--- src/rtl/bmdma_pkg.sv ---
package bmdma_pkg;
  localparam int BYTE_W = 8;
  localparam int WORD_W = 24;

  localparam logic [2:0] SEL_PAGE  = 3'd0;
  localparam logic [2:0] SEL_OFFS  = 3'd1;
  localparam logic [2:0] SEL_IADDR = 3'd2;
  localparam logic [2:0] SEL_CTRL  = 3'd3;
  localparam logic [2:0] SEL_COUNT = 3'd4;

  typedef enum logic [1:0] {
    FMT_PM24   = 2'b00,
    FMT_DM16   = 2'b01,
    FMT_DM8_HI = 2'b10,
    FMT_DM8_LO = 2'b11
  } fmt_e;

  function automatic logic [1:0] bytes_per_word(fmt_e f);
    case (f)
      FMT_PM24: return 2'd3;
      FMT_DM16: return 2'd2;
      default:  return 2'd1;
    endcase
  endfunction

  // acc holds the received bytes right-justified, last byte in bits 7:0
  function automatic logic [WORD_W-1:0] place_load(fmt_e f, logic [WORD_W-1:0] acc);
    case (f)
      FMT_PM24:   return acc;
      FMT_DM16:   return {8'h00, acc[15:0]};
      FMT_DM8_HI: return {8'h00, acc[7:0], 8'h00};
      default:    return {16'h0000, acc[7:0]};
    endcase
  endfunction

  // returns the word with its first outgoing byte in bits 23:16
  function automatic logic [WORD_W-1:0] align_store(fmt_e f, logic [WORD_W-1:0] w);
    case (f)
      FMT_PM24:   return w;
      FMT_DM16:   return {w[15:0], 8'h00};
      FMT_DM8_HI: return {w[15:8], 16'h0000};
      default:    return {w[7:0], 16'h0000};
    endcase
  endfunction
endpackage

--- src/rtl/bmdma_regs.sv ---
module bmdma_regs
  import bmdma_pkg::*;
#(
  parameter int PAGE_W  = 8,
  parameter int OFF_W   = 14,
  parameter int IADDR_W = 14,
  parameter int CNT_W   = 14,
  parameter int WAIT_W  = 4,
  localparam int EXT_W  = PAGE_W + OFF_W
) (
  input  logic               clk,
  input  logic               rst_n,
  input  logic               cfg_we,
  input  logic [2:0]         cfg_sel,
  input  logic [OFF_W-1:0]   cfg_wdata,
  input  logic               busy,
  input  logic               byte_step,
  input  logic               word_step,
  output fmt_e               fmt,
  output logic               dir,
  output logic               hold,
  output logic [WAIT_W-1:0]  wait_n,
  output logic [EXT_W-1:0]   ext_addr,
  output logic [IADDR_W-1:0] int_addr,
  output logic [CNT_W-1:0]   count,
  output logic               start
);
  logic wr_ok;
  assign wr_ok = cfg_we && !busy;
  assign start = wr_ok && (cfg_sel == SEL_COUNT) && (cfg_wdata[CNT_W-1:0] != '0);

  always_ff @(posedge clk or negedge rst_n) begin
    if (!rst_n) begin
      fmt <= FMT_PM24; dir <= 1'b0; hold <= 1'b0; wait_n <= '0;
      ext_addr <= '0; int_addr <= '0; count <= '0;
    end else if (wr_ok) begin
      case (cfg_sel)
        SEL_PAGE:  ext_addr[EXT_W-1:OFF_W] <= cfg_wdata[PAGE_W-1:0];
        SEL_OFFS:  ext_addr[OFF_W-1:0] <= cfg_wdata;
        SEL_IADDR: int_addr <= cfg_wdata[IADDR_W-1:0];
        SEL_CTRL: begin
          fmt    <= fmt_e'(cfg_wdata[1:0]);
          dir    <= cfg_wdata[2];
          hold   <= cfg_wdata[3];
          wait_n <= cfg_wdata[4 +: WAIT_W];
        end
        SEL_COUNT: count <= cfg_wdata[CNT_W-1:0];
        default: ;
      endcase
    end else begin
      if (byte_step) ext_addr <= ext_addr + EXT_W'(1);
      if (word_step) begin
        int_addr <= int_addr + IADDR_W'(1);
        count    <= count - CNT_W'(1);
      end
    end
  end

  // offset carry moves into the page
  a_r6_page_carry: assert property (@(posedge clk) disable iff (!rst_n)
    (byte_step && !wr_ok && (ext_addr[OFF_W-1:0] == '1)) |=>
      (ext_addr[EXT_W-1:OFF_W] == PAGE_W'($past(ext_addr[EXT_W-1:OFF_W]) + PAGE_W'(1))));
endmodule

--- src/rtl/bmdma_seq.sv ---
module bmdma_seq
  import bmdma_pkg::*;
#(
  parameter int CNT_W  = 14,
  parameter int WAIT_W = 4
) (
  input  logic              clk,
  input  logic              rst_n,
  input  logic              start,
  input  fmt_e              fmt,
  input  logic              dir,
  input  logic              hold,
  input  logic [WAIT_W-1:0] wait_n,
  input  logic              core_ext_req,
  input  logic [CNT_W-1:0]  count,
  output logic              busy,
  output logic              bm_req,
  output logic              bm_we,
  output logic              im_req,
  output logic              im_we,
  output logic              grab,
  output logic              byte_step,
  output logic              word_step,
  output logic              irq,
  output logic              core_restart
);
  typedef enum logic [2:0] {S_IDLE, S_FETCH, S_GRAB, S_ARB, S_ACC, S_PUT} state_e;
  state_e state;
  logic [WAIT_W-1:0] wcnt;
  logic [1:0] bidx;
  logic last_byte, last_word;

  assign last_byte = (bidx == 2'(bytes_per_word(fmt) - 2'd1));
  assign last_word = (count == CNT_W'(1));
  assign busy      = (state != S_IDLE);
  assign bm_req    = (state == S_ACC);
  assign bm_we     = bm_req && dir;
  assign im_req    = (state == S_FETCH) || (state == S_PUT);
  assign im_we     = (state == S_PUT);
  assign grab      = (state == S_GRAB);
  assign byte_step = bm_req && (wcnt == '0);
  assign word_step = (state == S_PUT) || (byte_step && last_byte && dir);

  always_ff @(posedge clk or negedge rst_n) begin
    if (!rst_n) begin
      state <= S_IDLE; wcnt <= '0; bidx <= '0;
      irq <= 1'b0; core_restart <= 1'b0;
    end else begin
      irq <= 1'b0;
      core_restart <= 1'b0;
      case (state)
        S_IDLE: if (start) begin
          state <= dir ? S_FETCH : S_ARB;
          bidx  <= '0;
        end
        S_FETCH: state <= S_GRAB;
        S_GRAB:  state <= S_ARB;
        S_ARB: if (!core_ext_req) begin
          state <= S_ACC;
          wcnt  <= wait_n;
        end
        S_ACC: begin
          if (wcnt != '0) wcnt <= wcnt - WAIT_W'(1);
          else if (!last_byte) begin
            bidx  <= bidx + 2'd1;
            state <= S_ARB;
          end else begin
            bidx <= '0;
            if (!dir) state <= S_PUT;
            else if (last_word) begin
              state <= S_IDLE; irq <= 1'b1; core_restart <= hold;
            end else state <= S_FETCH;
          end
        end
        S_PUT: begin
          if (last_word) begin
            state <= S_IDLE; irq <= 1'b1; core_restart <= hold;
          end else state <= S_ARB;
        end
        default: state <= S_IDLE;
      endcase
    end
  end

  // core request seen at an edge blocks a byte access starting after it
  a_r8_core_first: assert property (@(posedge clk) disable iff (!rst_n)
    core_ext_req |=> !$rose(bm_req));
  // accepted start makes the engine busy
  a_r2_start_busy: assert property (@(posedge clk) disable iff (!rst_n)
    start |=> busy);
endmodule

--- src/rtl/bmdma_pack.sv ---
module bmdma_pack
  import bmdma_pkg::*;
(
  input  logic              clk,
  input  logic              rst_n,
  input  fmt_e              fmt,
  input  logic              dir,
  input  logic              grab,
  input  logic              byte_step,
  input  logic [WORD_W-1:0] im_rdata,
  input  logic [BYTE_W-1:0] bm_rdata,
  output logic [BYTE_W-1:0] bm_wdata,
  output logic [WORD_W-1:0] im_wdata
);
  logic [WORD_W-1:0] sh;

  always_ff @(posedge clk or negedge rst_n) begin
    if (!rst_n) sh <= '0;
    else if (grab) sh <= align_store(fmt, im_rdata);
    else if (byte_step) sh <= {sh[WORD_W-BYTE_W-1:0], dir ? 8'h00 : bm_rdata};
  end

  assign bm_wdata = sh[WORD_W-1:WORD_W-BYTE_W];
  assign im_wdata = place_load(fmt, sh);
endmodule

--- src/rtl/bmdma_engine.sv ---
module bmdma_engine
  import bmdma_pkg::*;
#(
  parameter int PAGE_W  = 8,
  parameter int OFF_W   = 14,
  parameter int IADDR_W = 14,
  parameter int CNT_W   = 14,
  parameter int WAIT_W  = 4,
  localparam int EXT_W  = PAGE_W + OFF_W
) (
  input  logic               clk,
  input  logic               rst_n,
  input  logic               cfg_we,
  input  logic [2:0]         cfg_sel,
  input  logic [OFF_W-1:0]   cfg_wdata,
  output logic [CNT_W-1:0]   words_left,
  output logic               busy,
  output logic               irq,
  input  logic               core_ext_req,
  output logic               core_hold,
  output logic               core_restart,
  output logic               bm_req,
  output logic               bm_we,
  output logic [EXT_W-1:0]   bm_addr,
  output logic [BYTE_W-1:0]  bm_wdata,
  input  logic [BYTE_W-1:0]  bm_rdata,
  output logic               im_req,
  output logic               im_we,
  output logic               im_pm,
  output logic [IADDR_W-1:0] im_addr,
  output logic [WORD_W-1:0]  im_wdata,
  input  logic [WORD_W-1:0]  im_rdata
);
  fmt_e fmt;
  logic dir, hold, start, grab, byte_step, word_step;
  logic [WAIT_W-1:0] wait_n;

  bmdma_regs #(.PAGE_W(PAGE_W), .OFF_W(OFF_W), .IADDR_W(IADDR_W), .CNT_W(CNT_W),
               .WAIT_W(WAIT_W)) u_regs (
    .clk(clk), .rst_n(rst_n), .cfg_we(cfg_we), .cfg_sel(cfg_sel), .cfg_wdata(cfg_wdata),
    .busy(busy), .byte_step(byte_step), .word_step(word_step), .fmt(fmt), .dir(dir),
    .hold(hold), .wait_n(wait_n), .ext_addr(bm_addr), .int_addr(im_addr),
    .count(words_left), .start(start));

  bmdma_seq #(.CNT_W(CNT_W), .WAIT_W(WAIT_W)) u_seq (
    .clk(clk), .rst_n(rst_n), .start(start), .fmt(fmt), .dir(dir), .hold(hold),
    .wait_n(wait_n), .core_ext_req(core_ext_req), .count(words_left), .busy(busy),
    .bm_req(bm_req), .bm_we(bm_we), .im_req(im_req), .im_we(im_we), .grab(grab),
    .byte_step(byte_step), .word_step(word_step), .irq(irq), .core_restart(core_restart));

  bmdma_pack u_pack (
    .clk(clk), .rst_n(rst_n), .fmt(fmt), .dir(dir), .grab(grab), .byte_step(byte_step),
    .im_rdata(im_rdata), .bm_rdata(bm_rdata), .bm_wdata(bm_wdata), .im_wdata(im_wdata));

  assign core_hold = busy && hold;
  assign im_pm     = (fmt == FMT_PM24);

  // length of the current byte access, for the wait-state check
  logic [WAIT_W:0] acc_len;
  always_ff @(posedge clk or negedge rst_n) begin
    if (!rst_n) acc_len <= '0;
    else if (bm_req) acc_len <= acc_len + (WAIT_W+1)'(1);
    else acc_len <= '0;
  end

  // every access lasts wait+1 cycles
  a_r7_wait_len: assert property (@(posedge clk) disable iff (!rst_n)
    $fell(bm_req) |-> (acc_len == ({1'b0, wait_n} + (WAIT_W+1)'(1))));
  // completion pulse only with an empty count and an idle engine
  a_r10_irq_empty: assert property (@(posedge clk) disable iff (!rst_n)
    irq |-> (words_left == '0 && !busy));
  // releasing the core comes with the restart pulse
  a_r11_restart: assert property (@(posedge clk) disable iff (!rst_n)
    $fell(core_hold) |-> core_restart);
  // data-memory words keep the top byte clear
  a_r4_zero_fill: assert property (@(posedge clk) disable iff (!rst_n)
    (im_req && im_we && !im_pm) |-> (im_wdata[WORD_W-1:16] == 8'h00));
endmodule

--- config.mk ---
export PLATFORM = sky130hd
export DESIGN_NAME = bmdma_engine
export DESIGN_NICKNAME = d
export VERILOG_FILES = /design/src/rtl/bmdma_pkg.sv /design/src/rtl/bmdma_regs.sv /design/src/rtl/bmdma_seq.sv /design/src/rtl/bmdma_pack.sv /design/src/rtl/bmdma_engine.sv
export SDC_FILE = /design/constraint.sdc
export NUM_CORES = 1
export LEC_CHECK = 0
export BUFFER_PORTS_ARGS = -buffer_cell sky130_fd_sc_hd__clkbuf_2
export CAP_MARGIN = 30
export CORE_UTILIZATION = 54
export DETAILED_ROUTE_END_ITERATION = 10
export GPL_TIMING_DRIVEN = 0
export PLACE_DENSITY = 0.81
export SLEW_MARGIN = 20
export SYNTH_ARGS = -nofsm -noshare
export SYNTH_HDL_FRONTEND = slang
export SYNTH_SLANG_ARGS = --single-unit
export TNS_END_PERCENT = 20
--- constraint.sdc ---
create_clock -name clk -period 2.35 [get_ports clk]
set_input_delay 0.235 -clock clk [delete_from_list [all_inputs] [get_ports clk]]
set_output_delay 0.235 -clock clk [all_outputs]
set_load 0.005 [all_outputs]
# ---- Word level (Yosys, flattened, before mapping)
# Index checks and enable logic that the tools add are counted.
dict set report word_totals {
  reg_bits 93
  latch_bits 0
  ram_bits 0
  mem_bits_ro 0
  out_inout_bits 91
  mem_count 0
}
dict set report classes {
  add_sub_neg 6
  n_mul 0
  div 0
  n_lt_le_gt_ge 0
  n_eq_ne 21
  shifts 0
  mux 42
  bitwise_logic 0
  reduce_logical 31
}
# op n
set op_table {}
lappend op_table {{one-hot mux 24 bit (3 select lines)} 2}
lappend op_table {{2-to-1 mux 14 bit} 7}
lappend op_table {{2-to-1 mux 24 bit} 2}
lappend op_table {{2-to-1 mux 22 bit} 2}
lappend op_table {{adder 22 x 1 -> 22 bit, second input constant} 1}
lappend op_table {{one-hot mux 3 bit (6 select lines)} 1}
lappend op_table {{2-to-1 mux 8 bit} 2}
lappend op_table {{inequality test 2 bit, second input constant} 8}
lappend op_table {{2-to-1 mux 3 bit} 5}
lappend op_table {{adder 14 x 1 -> 14 bit, second input constant} 1}
lappend op_table {{== test 14 x 1 -> 1 bit, second input constant} 1}
lappend op_table {{nonzero test 14 bit} 1}
lappend op_table {{subtractor 14 x 1 -> 14 bit, second input constant} 1}
lappend op_table {{== test 3 x 2 -> 1 bit, second input constant} 4}
lappend op_table {{2-to-1 mux 2 bit} 5}
lappend op_table {{AND reduction 2 bit} 5}
lappend op_table {{nonzero test 2 bit} 5}
lappend op_table {{== test 3 bit, second input constant} 3}
lappend op_table {{2-to-1 mux 1 bit} 9}
lappend op_table {{AND reduction 3 bit} 3}
lappend op_table {{logical AND 1 bit} 8}
lappend op_table {{2-to-1 mux 4 bit} 2}
lappend op_table {{one-hot mux 2 bit (2 select lines)} 2}
lappend op_table {{one-hot mux 4 bit (2 select lines)} 1}
lappend op_table {{other kinds (15)} 19}

# ---- Logic depth before layout (Yosys ltp)
# Gate-level depths: netlist (run 1).
dict set report logic_depth {
  ltp_word 9
  depth_mapped 9
  ltp_nobuf 7
}

# ---- By module
# A second synthesis (run 1) with hierarchy kept.
dict set report hier_totals {
  cells_unflattened 663
  area_unflattened_um2 5904.4
}
# mod n_inst cells_each area_per_inst_um2 seq_area_each_um2
set by_module_without_submodules {}
lappend by_module_without_submodules {bmdma_regs 1 382 3384.5 1451.4}
lappend by_module_without_submodules {bmdma_pack 1 193 1707.9 600.6}
lappend by_module_without_submodules {bmdma_seq 1 86 802.0 275.3}
lappend by_module_without_submodules {bmdma_engine 1 2 10.0 0.0}

# ---- Worst setup path after synthesis (run 1)
# No wires, ideal clock.
dict set report synth_path {
  kind {register to register}
  startpoint {reg u_seq.state[1]}
  endpoint {reg u_regs.int_addr[0]}
  setup_time_ns 0.087
  t_arrival_ns 2.031
  required_time_ns 2.263
  setup_slack_ns 0.232
  stages_incl_launch_ff 8
  n_path_buf 2
  synth_period_minus_slack_ns 2.118
  cell_sequence {dfrtp_1 > or4b_1 > clkbuf_1 > or4b_4 > o211ai_4 > buf_8 > o211ai_1 > o211ai_1}
}
dict set report synth_between {
  elab_chain_len 7
}
# item line_no
set synth_rtl {}
lappend synth_rtl {{from (decl)} bmdma_seq.sv:28} ;# state_e state;
lappend synth_rtl {{from (signal assigned)} bmdma_seq.sv:53} ;# state <= dir ? S_FETCH : S_ARB;
lappend synth_rtl {{== test 3 bit} bmdma_seq.sv:36} ;# assign bm_req = (state == S_ACC);
lappend synth_rtl {{logical AND 1 bit} bmdma_seq.sv:41} ;# assign byte_step = bm_req && (wcnt == '0);
lappend synth_rtl {{logical AND 1 bit (2 in a row)} bmdma_seq.sv:42} ;# assign word_step = (state == S_PUT) || (byte_step && last_byte && dir);
lappend synth_rtl {{logical OR 1 bit} bmdma_seq.sv:42}
lappend synth_rtl {{nonzero test 2 bit (no source line)} -}
lappend synth_rtl {{AND reduction 2 bit (no source line)} -}
lappend synth_rtl {{to (signal assigned)} bmdma_regs.sv:40} ;# SEL_IADDR: int_addr <= cfg_wdata[IADDR_W-1:0];
lappend synth_rtl {{to (signal assigned)} bmdma_regs.sv:53} ;# int_addr <= int_addr + IADDR_W'(1);
lappend synth_rtl {{to (decl)} bmdma_regs.sv:24} ;# output logic [IADDR_W-1:0] int_addr,
# Several ways; a longest one is shown, not always the timed one.
# A chain may end at the register's enable or synchronous reset.

# ---- Final worst setup path (run 1)
dict set report layout_path {
  startpoint {reg u_seq.state[1]}
  endpoint {reg u_regs.int_addr[6]}
}
# The elaborated chain is that of the path after synthesis.

==> results of run 1 <==
[synthesized netlist by cell type (7+ instances only)]
master	number	area (um2)
nor3_1	10	50.05
a21oi_1	65	325.3
nor4_1	10	62.56
mux2i_1	10	100.1
inv_1	20	75.07
nand2_1	73	274.0
a22oi_1	11	82.58
a222oi_1	7	70.07
clkbuf_1	28	105.1
buf_4	8	60.06
nor2b_1	14	87.58
a21o_1	8	60.06
and2_1	23	143.9
nand4_1	9	56.30
o21ai_0	50	250.2
nor2_1	68	255.2
a211oi_1	15	112.6
o22ai_1	15	93.84
a31oi_1	13	81.33
nand3_1	20	100.1
o22a_1	11	96.34
mux2_2	9	101.4
dfrtp_1	93	2327
[routing by layer]
layer	routed length [um]	part of all wire
met5	0	0
met4	701	0.037
met3	1721	0.090
met2	8962	0.47
met1	7723	0.40
[worst max-delay path: stages (launching register included)]
cell      delay (ns)
dfrtp_2         0.49
or4b_4          0.56
buf_6           0.15
or4b_4          0.49
o211ai_4        0.20
buf_8           0.20
a21oi_1         0.09
a21oi_2         0.12
[timing repair]
item                                    CTS  global route
endpoints found under the setup margin  102            61
pin swaps                                 0             2
endpoints found under the hold margin    25             0
buffers inserted                          0             0
resized for setup                        18            23
gates cloned                              0             0
hold buffers                              1             0
[power breakdown]
part | switching (mW) | internal, mW | total (mW)
combinational | 2.65 | 1.98 | 4.63
sequential | 0.842 | 2.33 | 3.17
clock | 0.591 | 0.443 | 1.03
[cell families after synthesis]
kind of cell / synth area share
AND/OR/NAND/NOR: 0.2214
AO/OA/AOI/OAI: 0.2673
adder cells (fa/ha/maj): 0.01311
multiplexers: 0.03519
buffers and inverters: 0.05639
flip-flops: 0.4066
[registers in the layout, indices dropped and copies added, names as in the netlist]
signal	cells
u_regs.count	14
u_regs.ext_addr	22
u_seq.core_restart	1
u_seq.irq	1
u_regs.fmt	2
u_seq.wcnt	4
u_regs.hold	1
u_seq.bidx	2
u_regs.dir	1
u_seq.state	3
u_regs.wait_n	4
u_regs.int_addr	14
u_pack.sh	24
[per-stage QoR]
step / instances / setup slack [ns]
6_report: 980 / -0.01561
2_1_floorplan: 681 / 0.2323
3_5_place_dp: 963 / -0.4727
3_3_place_gp: 959 / -0.4538
5_1_grt: 980 / -0.07355
4_1_cts: 979 / 0.009024
[how the worst max path moves through the flow]
stage                               endpoint            from  cells after the start  slack [ns]
after detailed placement    u_regs.count[10]   u_seq.wcnt[0]                      8       -0.47
after floorplan           u_regs.int_addr[0]  u_seq.state[1]                      7        0.23
after CTS                 u_regs.int_addr[0]  u_seq.state[1]                      7       0.009
after global routing            im_wdata[15]   u_regs.fmt[0]                      6       -0.07
after global placement      u_regs.count[10]   u_seq.wcnt[0]                      8       -0.45
final                     u_regs.int_addr[6]  u_seq.state[1]                      7       -0.02
[final cells by class]
type	instances	area, um2
fill	867	3369
tap	136	170.2
buffer	47	267.8
sequential	93	2328
inverter	21	81.33
clock buffer	13	158.9
multi-input combinational	519	3151
clock inverter	3	20.02
timing repair buffer	148	777.0
[cell usage in the layout, fill, tap and decap left out, types with 20 or more instances in the layout]
cell	n
inv_1	20
nand2_1	71
a21oi_1	64
nor2_1	66
o21ai_0	50
dfrtp_1	92
clkbuf_2	148
nand3_1	20
and2_1	22
clkbuf_1	21
==> key figures, run 1 <==
Global route
  – GR Overflow Total: 0
  – Global route hottest layer: met2
  – First-pass GRT wire length: 29920 um
  – Met1 Track Usage GR: 0.4482
  – Largest net degree at the start of global routing: 69
  – Grt met3 use: 0.05552
  – Total track usage: 0.3472
  – Met2 Use GR: 0.5615
  – Initial antenna violation count: 0
  – Vias in the first global route: 5842

Worst setup path
  – Worst setup path class: reg -> reg
  – Critical path fanouts, max: 10
  – Reg2Reg Setup Slack: -0.02 ns
  – Startpoint types: register
  – Crit end category: register
  – Worst r2r path cells: 7
  – Worst path required time: 2.66 ns
  – Worst R2R Start: u_seq.state[1]
  – Worst Path Arrival: around 2.7 ns
  – Critical R2R Capture: u_regs.int_addr[6]

Floorplan
  – Ports: about 140
  – Die area: 11020 um2
  – Core box area: 10320 um2
  – Die width: around 100 um
  – FP Rows: 37
  – Initial Util: 0.5545
  – DIE HEIGHT: 105.0 um

STA
  – Unrepaired setup endpoints after global routing: yes
  – Final count of negative-setup-slack endpoints: 2
  – Final setup margin: -0.01561 ns
  – Final Skew: about 0.0057 ns
  – Peak Freq: 422.7 MHz
  – Worst-margin pin slew: 0.7436 ns
  – Post-route setup TNS: -0.02449 ns
  – Final period utilization: 1.007
  – Final Hold Viols: 0
  – Worst relative slew slack: 0.5025
  – Max-slew violation count: 0
  – Min Clock Period, post-route: 2.366 ns
  – Worst hold slack: between 0.1 and 0.15 ns

Clock network
  – Sink Count: 93
  – Clock latency on the worst-skew pair: 0.38 ns
  – Clk root buf: clkbuf_8
  – H-tree depth: 3
  – CTS Buf Count: 9
  – Worst-path clk slew: 0.09 ns
  – CTS Buffer Depth: 2
  – CTS tree: built

Synthesis
  – Cell Area, Synth: 5724 um2
  – Mapped Cells: 681
  – Register area share after synthesis: 0.4066
  – Syn_nets: 740
  – Yosys warning total: 0
  – Mean area per synthesized cell: 8.406 um2
  – Ys async rst share: 1.000
  – Main synth FF type: dfrtp_1
  – Number of synthesized flops with an enable pin: 0
  – Synth cell types: 63
  – Yosys reg bits: between 90 and 100

Power and ir drop
  – Leakage power: 3.232 nW
  – Overall power: 8.835 mW
  – Worst vdd ir: 0.0006026 V
  – PwrDens: 1270 nW/um2

Drt
  – Drc violations: 0
  – Drt wl/cell: ~20 um
  – Post-route ant nets: 0
  – DRT Pass-1 Iters: 5
  – Final WL: 19110 um
  – DR vias/cell: ~6.4
  – 1st-iter DRT viols: 685
  – DR vias: 6273

Layout
  – Layout cells sized above 1: 0.2725
  – Final core occ: 0.6736
  – Nets: 898
  – Layout area overhead: 21.49%
  – Antenna cells: 0
  – Fin area: 6954 um2

Worst hold path
  – Hold depth: 3
  – Hold Path Class: in -> reg
  – Hold wc startpoint: im_rdata[9]
  – End of the worst hold path: u_pack.sh[9]

Place
  – Hpwl dp: 13780 um
  – DP Area: 6656 um2
  – Buffers added on ports: approximately 140
  – RD Place Congestion: 0.9553

Job
  – MaxCap Viol Count: 0

Status
  – Failing checks: setup timing
  – Status: complete, but fails checks
Note: power is estimated with default switching activity, not from simulation.
==> run 2, diff against run 1 <==
--- a/config.mk
+++ b/config.mk
@@ -6,5 +6,5 @@
 export NUM_CORES = 1
 export LEC_CHECK = 0
-export BUFFER_PORTS_ARGS = -buffer_cell sky130_fd_sc_hd__clkbuf_2
+export BUFFER_PORTS_ARGS = -buffer_cell sky130_fd_sc_hd__buf_2
 export CAP_MARGIN = 30
 export CORE_UTILIZATION = 54
==> constraint.sdc (replaced) <==
create_clock -name clk -period 2.35 [get_ports clk]
set_input_delay 0.705 -clock clk [delete_from_list [all_inputs] [get_ports clk]]
set_output_delay 0.705 -clock clk [all_outputs]
set_load 0.005 [all_outputs]
==> key figures, run 2 (synthesized netlist as in run 1, its figures left out) <==
Power and ir drop
  – Leakage power: 3.330 nW
  – PwrDens: 1303 nW/um2
  – Sequential cell fraction of total power: 0.340
  – Comb power frac: 0.535
  – Worst vdd ir: 0.0006079 V
  – Internal: 5.065 mW
  – Clk pwr share: 0.125
  – Sw power: 4.247 mW
  – Switching portion of total power: 0.4561

Worst setup path
  – Crit path depth: 6
  – Cell mode on critical path: buf_12
  – Worst Path Buf+Inv: 4
  – Worst R2R Start: u_seq.state[1]
  – Worst r2r path cells: 7
  – Critical path fanouts, max: 11
  – Crit end category: output pin
  – Crit path from: u_regs.fmt[0]
  – Worst Path Arrival: 1.67 ns
  – Top cell family by delay on the critical path: buffers and inverters
  – Max stage delay on crit path: 0.38 ns
  – Reg2Reg Setup Slack: 0.02 ns
  – Worst setup path class: reg -> out
  – Crit path cell chain: buf_6, buf_12, buf_12, nor2_4, and2_1, buf_2
  – Worst path required time: 1.64 ns
  – Startpoint types: register
  – CP max-delay cell: dfrtp_1
  – Crit path capture: im_wdata[19]
  – Critical R2R Capture: u_regs.int_addr[0]

Drt
  – Final WL: 19900 um
  – Drc violations: 0
  – 1st-iter DRT viols: 665
  – DR vias: 6371
  – DRT Pass-1 Iters: 6
  – Post-route ant nets: 0
  – DR vias/cell: approximately 6.5
  – Drt wl/cell: a little over 20 um

Job
  – MaxCap Viol Count: 0

STA
  – Final count of negative-setup-slack endpoints: 1
  – Final Skew: 0.01229 ns
  – Unrepaired setup endpoints after global routing: yes
  – Final period utilization: 1.010
  – Peak Freq: 421.2 MHz
  – Final setup margin: -0.02417 ns
  – Worst-margin pin slew: 0.7841 ns
  – Final Hold Viols: 0
  – Min Clock Period, post-route: 2.374 ns
  – Post-route setup TNS: -0.02417 ns
  – Max-slew violation count: 0
  – Worst relative slew slack: 0.4753

Layout
  – Storage element area: 2328 um2
  – Commonest non-fill, non-tap cell in the layout: buf_2
  – Antenna cells: 0
  – Reg with most FFs: u_pack.sh
  – Max FFs per register: 24
  – Layout filler cell count: 830
  – Biggest regs: u_pack.sh: 24 flops, u_regs.ext_addr: 22 flops
  – Layout area overhead: 24.87%
  – Commonest cells after routing, fill and taps aside: buf_2 (152), dfrtp_1 (92), nand2_1 (71)
  – Nets: 905
  – Multi-input logic area: 3218 um2
  – Layout cells sized above 1: 0.2938
  – Non-Filler Instances: 987

Clock network
  – Sink Count: 93
  – CTS Buffer Depth: 2
  – Worst-path clk slew: 0.10 ns
  – H-tree depth: 3
  – Clk root buf: clkbuf_8
  – Post-CTS Hold Buffers: 0
  – CTS tree: built
  – Clock latency on the worst-skew pair: 0.38 ns
  – CTS Buf Count: 9

Floorplan
  – Core box area: 10320 um2
  – FP Rows: 37
  – DIE HEIGHT: between 100 and 150 um
  – Die area: 11020 um2
  – Ports: 144
  – Initial Util: 0.5545
  – Die width: 105.0 um

Place
  – Hpwl dp: around 14000 um
  – RD Place Congestion: 0.9665
  – Post-Place Cells: 963
  – Buffers added on ports: ~140

Worst hold path
  – Hold Path Class: in -> async

Global route
  – First-pass GRT wire length: between 30000 and 40000 um
  – Vias in the first global route: slightly below 6000
  – Total track usage: 0.3523
  – GR Overflow Total: 0
  – Largest net degree at the start of global routing: 75
  – Initial antenna violation count: 0

Status
  – Failing checks: setup timing
  – Status: complete, but fails checks
-- run 2: changes by cell type in the layout (fill, tap and decap cells not counted), moves of 3 or more --
cell      previous run  this run
buf_6                3         6
buf_4                8        14
clkbuf_1            21        14
buf_2               10       152
clkbuf_2           148         7
-- run 2: power by group through the flow --
stage | Clock, mW | Combinational [mW] | Sequential, mW
finish | 1.17 | 4.98 | 3.17
global route | 1.22 | 5.43 | 3.26
CTS | 1.17 | 4.66 | 3.11
detailed placement | 0 | 4.45 | 3.13
global placement | 0 | 4.32 | 3.08
floorplan | 0 | 2.80 | 2.97
-- run 2: what timing repair did --
action                                  in CTS  in global routing
setup buffers                                1                  5
endpoints found under the setup margin     104                 82
gates resized for setup                     33                 41
endpoints found under the hold margin        0                  0
pin swaps                                    2                  5
cloned                                       1                  2
-- run 2: area by class of cell --
type	count	share of cell area
clock inverter	5	0.008052
multi-input combinational	521	0.4502
inverter	21	0.01138
clock buffer	11	0.02118
sequential	93	0.3257
tap	136	0.02381
timing repair buffer	154	0.1140
buffer	46	0.04569
-- run 2: worst min path at each step --
| stage | from | end | slack, ns | depth (start not counted) |
|---|---|---|---|---|
| 4_1_cts | rst_n | u_regs.int_addr[3] | 0.16 | 1 |
| 2_1_floorplan | rst_n | u_pack.sh[0] | 0.41 | 0 |
| 3_3_place_gp | u_pack.sh[9] | u_pack.sh[9] | 0.46 | 2 |
| 6_report | rst_n | u_regs.int_addr[5] | 0.16 | 1 |
| 3_5_place_dp | u_pack.sh[12] | u_pack.sh[12] | 0.46 | 2 |
| 5_1_grt | rst_n | u_regs.int_addr[3] | 0.17 | 1 |
-- run 2: per-layer routing --
metal  up-vias  wire length [um]  GRT usage
li1       2843                 -          -
met3        71              1967    0.07174
met5         -                 0          0
met2       420              9282     0.5610
met1      3037              7891     0.4501
met4         0               755     0.1922
-- run 2: through the flow --
stage	area, um2	hold slack (ns)	worst slack (ns)	total power, mW	util
4_1_cts	6965	0.1552	-0.1589	8.930	0.6747
3_5_place_dp	6654	0.4644	-0.5652	7.580	0.6445
2_1_floorplan	5724	0.4094	0.04542	5.768	-
5_1_grt	7148	0.1740	-0.05751	9.900	0.6924
3_3_place_gp	6605	0.4587	-0.5011	7.399	0.6398
6_report	7148	0.1568	-0.02417	9.312	0.6924
==> run 3, diff against run 2 <==
ABC_AREA = 1   (was not set)
CORE_ASPECT_RATIO = 0.7   (was not set)
CORE_UTILIZATION = 55   (was 54)
==> key figures, run 3 <==
Drt
  – Post-route ant nets: 0
  – DR vias: 6805
  – DR vias/cell: ~5.6
  – DRT Pass-1 Iters: 6
  – 1st-iter DRT viols: 686
  – Final WL: 19340 um
  – Drt wl/cell: 15.77 um
  – Drc violations: 0

Global route
  – GR Overflow Total: 0
  – First-pass GRT wire length: 29840 um
  – Total track usage: 0.3324
  – Largest net degree at the start of global routing: a little over 50
  – Vias in the first global route: 5775
  – Initial antenna violation count: 0

Synthesis
  – Post-Synth Simple-Gate Area: 0.3202
  – Mapped Cells: 914
  – Post-Synth Adder-Cell Area: 0.01203
  – Post-Synth XOR/XNOR Area: 0.02105
  – Synth Area in Compound Gates: 0.1514
  – Synth top area cells: dfrtp_1 (37%), nand2_1 (15%), nor2_1 (7.5%)
  – Cell Area, Synth: approximately 6200 um2
  – Mean area per synthesized cell: 6.827 um2
  – Register area share after synthesis: 0.3730
  – Largest family of logic cells by synthesized area: simple AND/OR/NAND/NOR gates
  – Yosys warning total: 0
  – Number of synthesized flops with an enable pin: 0
  – Yosys reg bits: 93
  – Yosys top cell area share: 0.3730
  – Syn_nets: 973
  – Most frequent cell after synthesis: nand2_1
  – Synth area leader: dfrtp_1
  – Synth cell types: 42
  – Post-synthesis mux area share: 0.007219
  – Post-synth top cells: nand2_1 (253), nor2_1 (124), inv_1 (123)
  – Main synth FF type: dfrtp_1
  – Ys async rst share: 1.000

Power and ir drop
  – Switching portion of total power: 0.4661
  – Clk pwr share: 0.148
  – Worst vdd ir: between 0.0005 and 0.0006 V
  – Sequential cell fraction of total power: 0.332
  – Internal: 4.660 mW
  – Comb power frac: 0.520
  – Leakage power: just under 4 nW
  – PwrDens: 1171 nW/um2
  – Sw power: 4.069 mW
  – Overall power: roughly 8.7 mW

Worst setup path
  – Reg2Reg Setup Slack: 0.38 ns
  – Worst R2R Start: u_seq.state[1]
  – Worst path required time: 1.64 ns
  – Worst r2r path cells: 8
  – Startpoint types: register
  – Crit end category: output pin
  – Crit path from: u_regs.fmt[1]
  – Critical R2R Capture: u_regs.ext_addr[5]
  – Critical path fanouts, max: 8
  – Worst Path Arrival: 1.56 ns
  – Worst setup path class: reg -> out

Clock network
  – CTS tree: built
  – Sink Count: slightly above 90
  – CTS Buffer Depth: 2
  – Worst-path clk slew: 0.07 ns
  – CTS Buf Count: 9
  – Clk root buf: clkbuf_16
  – H-tree depth: 3
  – Clock latency on the worst-skew pair: 0.35 ns

STA
  – Min Clock Period, post-route: 2.261 ns
  – Unrepaired setup endpoints after global routing: no
  – Worst-margin pin slew: ~0.58 ns
  – Final period utilization: 0.9621
  – Peak Freq: 442.3 MHz
  – Worst relative slew slack: 0.6164
  – Final Skew: 0.008619 ns
  – Worst hold slack: approximately 0.28 ns
  – Max-slew violation count: 0
  – Final count of negative-setup-slack endpoints: 0
  – Final Hold Viols: 0

Worst hold path
  – Hold Path Class: in -> async

Floorplan
  – Die width: 129.3 um
  – FP Rows: 32
  – Core box area: 11010 um2
  – Initial Util: 0.5667
  – Die area: around 12000 um2
  – Ports: between 100 and 150
  – DIE HEIGHT: between 90 and 100 um

Place
  – RD Place Congestion: 0.9437
  – Buffers added on ports: approximately 140
  – Hpwl dp: ~15000 um

Layout
  – Reg with most FFs: u_pack.sh
  – Commonest cells after routing, fill and taps aside: nand2_1 (253), buf_2 (150), nor2_1 (122)
  – Max FFs per register: 24
  – Biggest regs: u_pack.sh: 24 flops, u_regs.ext_addr: 22 flops
  – Layout cells sized above 1: 0.2088
  – Antenna cells: 0
  – Nets: 1129
  – Layout area overhead: 19.49%
  – Commonest non-fill, non-tap cell in the layout: nand2_1

Job
  – MaxCap Viol Count: 0

Status
  – Status: completed
## run 3: cell families after synthesis
kind of cell | after synthesis
adder cells (fa/ha/maj) | 6
AO/OA/AOI/OAI | 165
AND/OR/NAND/NOR | 468
buffers and inverters | 163
flip-flops | 93
multiplexers | 4
XOR/XNOR | 15
## run 3: metal layers
layer  track usage  vias up  wire length [um]
met1        0.5230     3132              8790
met3       0.06305       27              2327
met5             0        -                 0
met2        0.4615      390              7945
met4       0.07843        0               273
li1              -     3256                 -
## run 3: power by group through the flow
stage	clock, mW	combinational [mW]	sequential (mW)
global placement	0	4.31	2.87
detailed placement	0	4.40	2.88
CTS	1.30	4.43	2.86
finish	1.29	4.54	2.90
floorplan	0	2.93	2.77
global route	1.35	5.03	2.97
## run 3: final cells by class
cell class | instances | area [um2]
clock buffer | 11 | 232.7
timing repair buffer | 146 | 764.5
clock inverter | 3 | 15.01
buffer | 32 | 225.2
multi-input combinational | 658 | 3204
inverter | 130 | 494.2
tap | 153 | 191.4
fill | 984 | 3555
sequential | 93 | 2328
## run 3: worst max path at each step
| stage | slack (ns) | end | cells past startpoint |
|---|---|---|---|
| 2_1_floorplan | 0.55 | im_wdata[10] | 3 |
| 3_3_place_gp | -0.36 | u_seq.wcnt[0] | 1 |
| 3_5_place_dp | -0.12 | im_wdata[9] | 4 |
| 4_1_cts | -0.003 | im_wdata[9] | 4 |
| 5_1_grt | 0.01 | im_wdata[9] | 5 |
| 6_report | 0.09 | im_wdata[9] | 5 |
## run 3: worst max-delay path, cell delays in order (launching register included)
cell and delay, ns:
dfrtp_1 0.39, inv_1 0.10, nor2_4 0.16, clkinvlp_4 0.21
o22ai_1 0.20, buf_2 0.15
## run 3: repair_timing
item,CTS,global route
pin swaps,0,1
hold buffers,0,0
endpoints found under the setup margin,17,10
hold endpoints to repair,0,0
buffers inserted,0,2
gates resized for setup,4,3
## run 3: through the flow
step | TNS, ns | worst slack, ns | cells | utilization | instance area [um2]
after floorplan | 0 | 0.5527 | 914 | - | 6240
after global placement | -33.55 | -0.3633 | 1210 | 0.6491 | 7147
after detailed placement | -0.6103 | -0.1228 | 1211 | 0.6522 | 7181
after CTS | -0.003250 | -0.003250 | 1224 | 0.6751 | 7433
after global routing | 0 | 0.01176 | 1226 | 0.6772 | 7456
final | 0 | 0.08911 | 1226 | 0.6772 | 7456
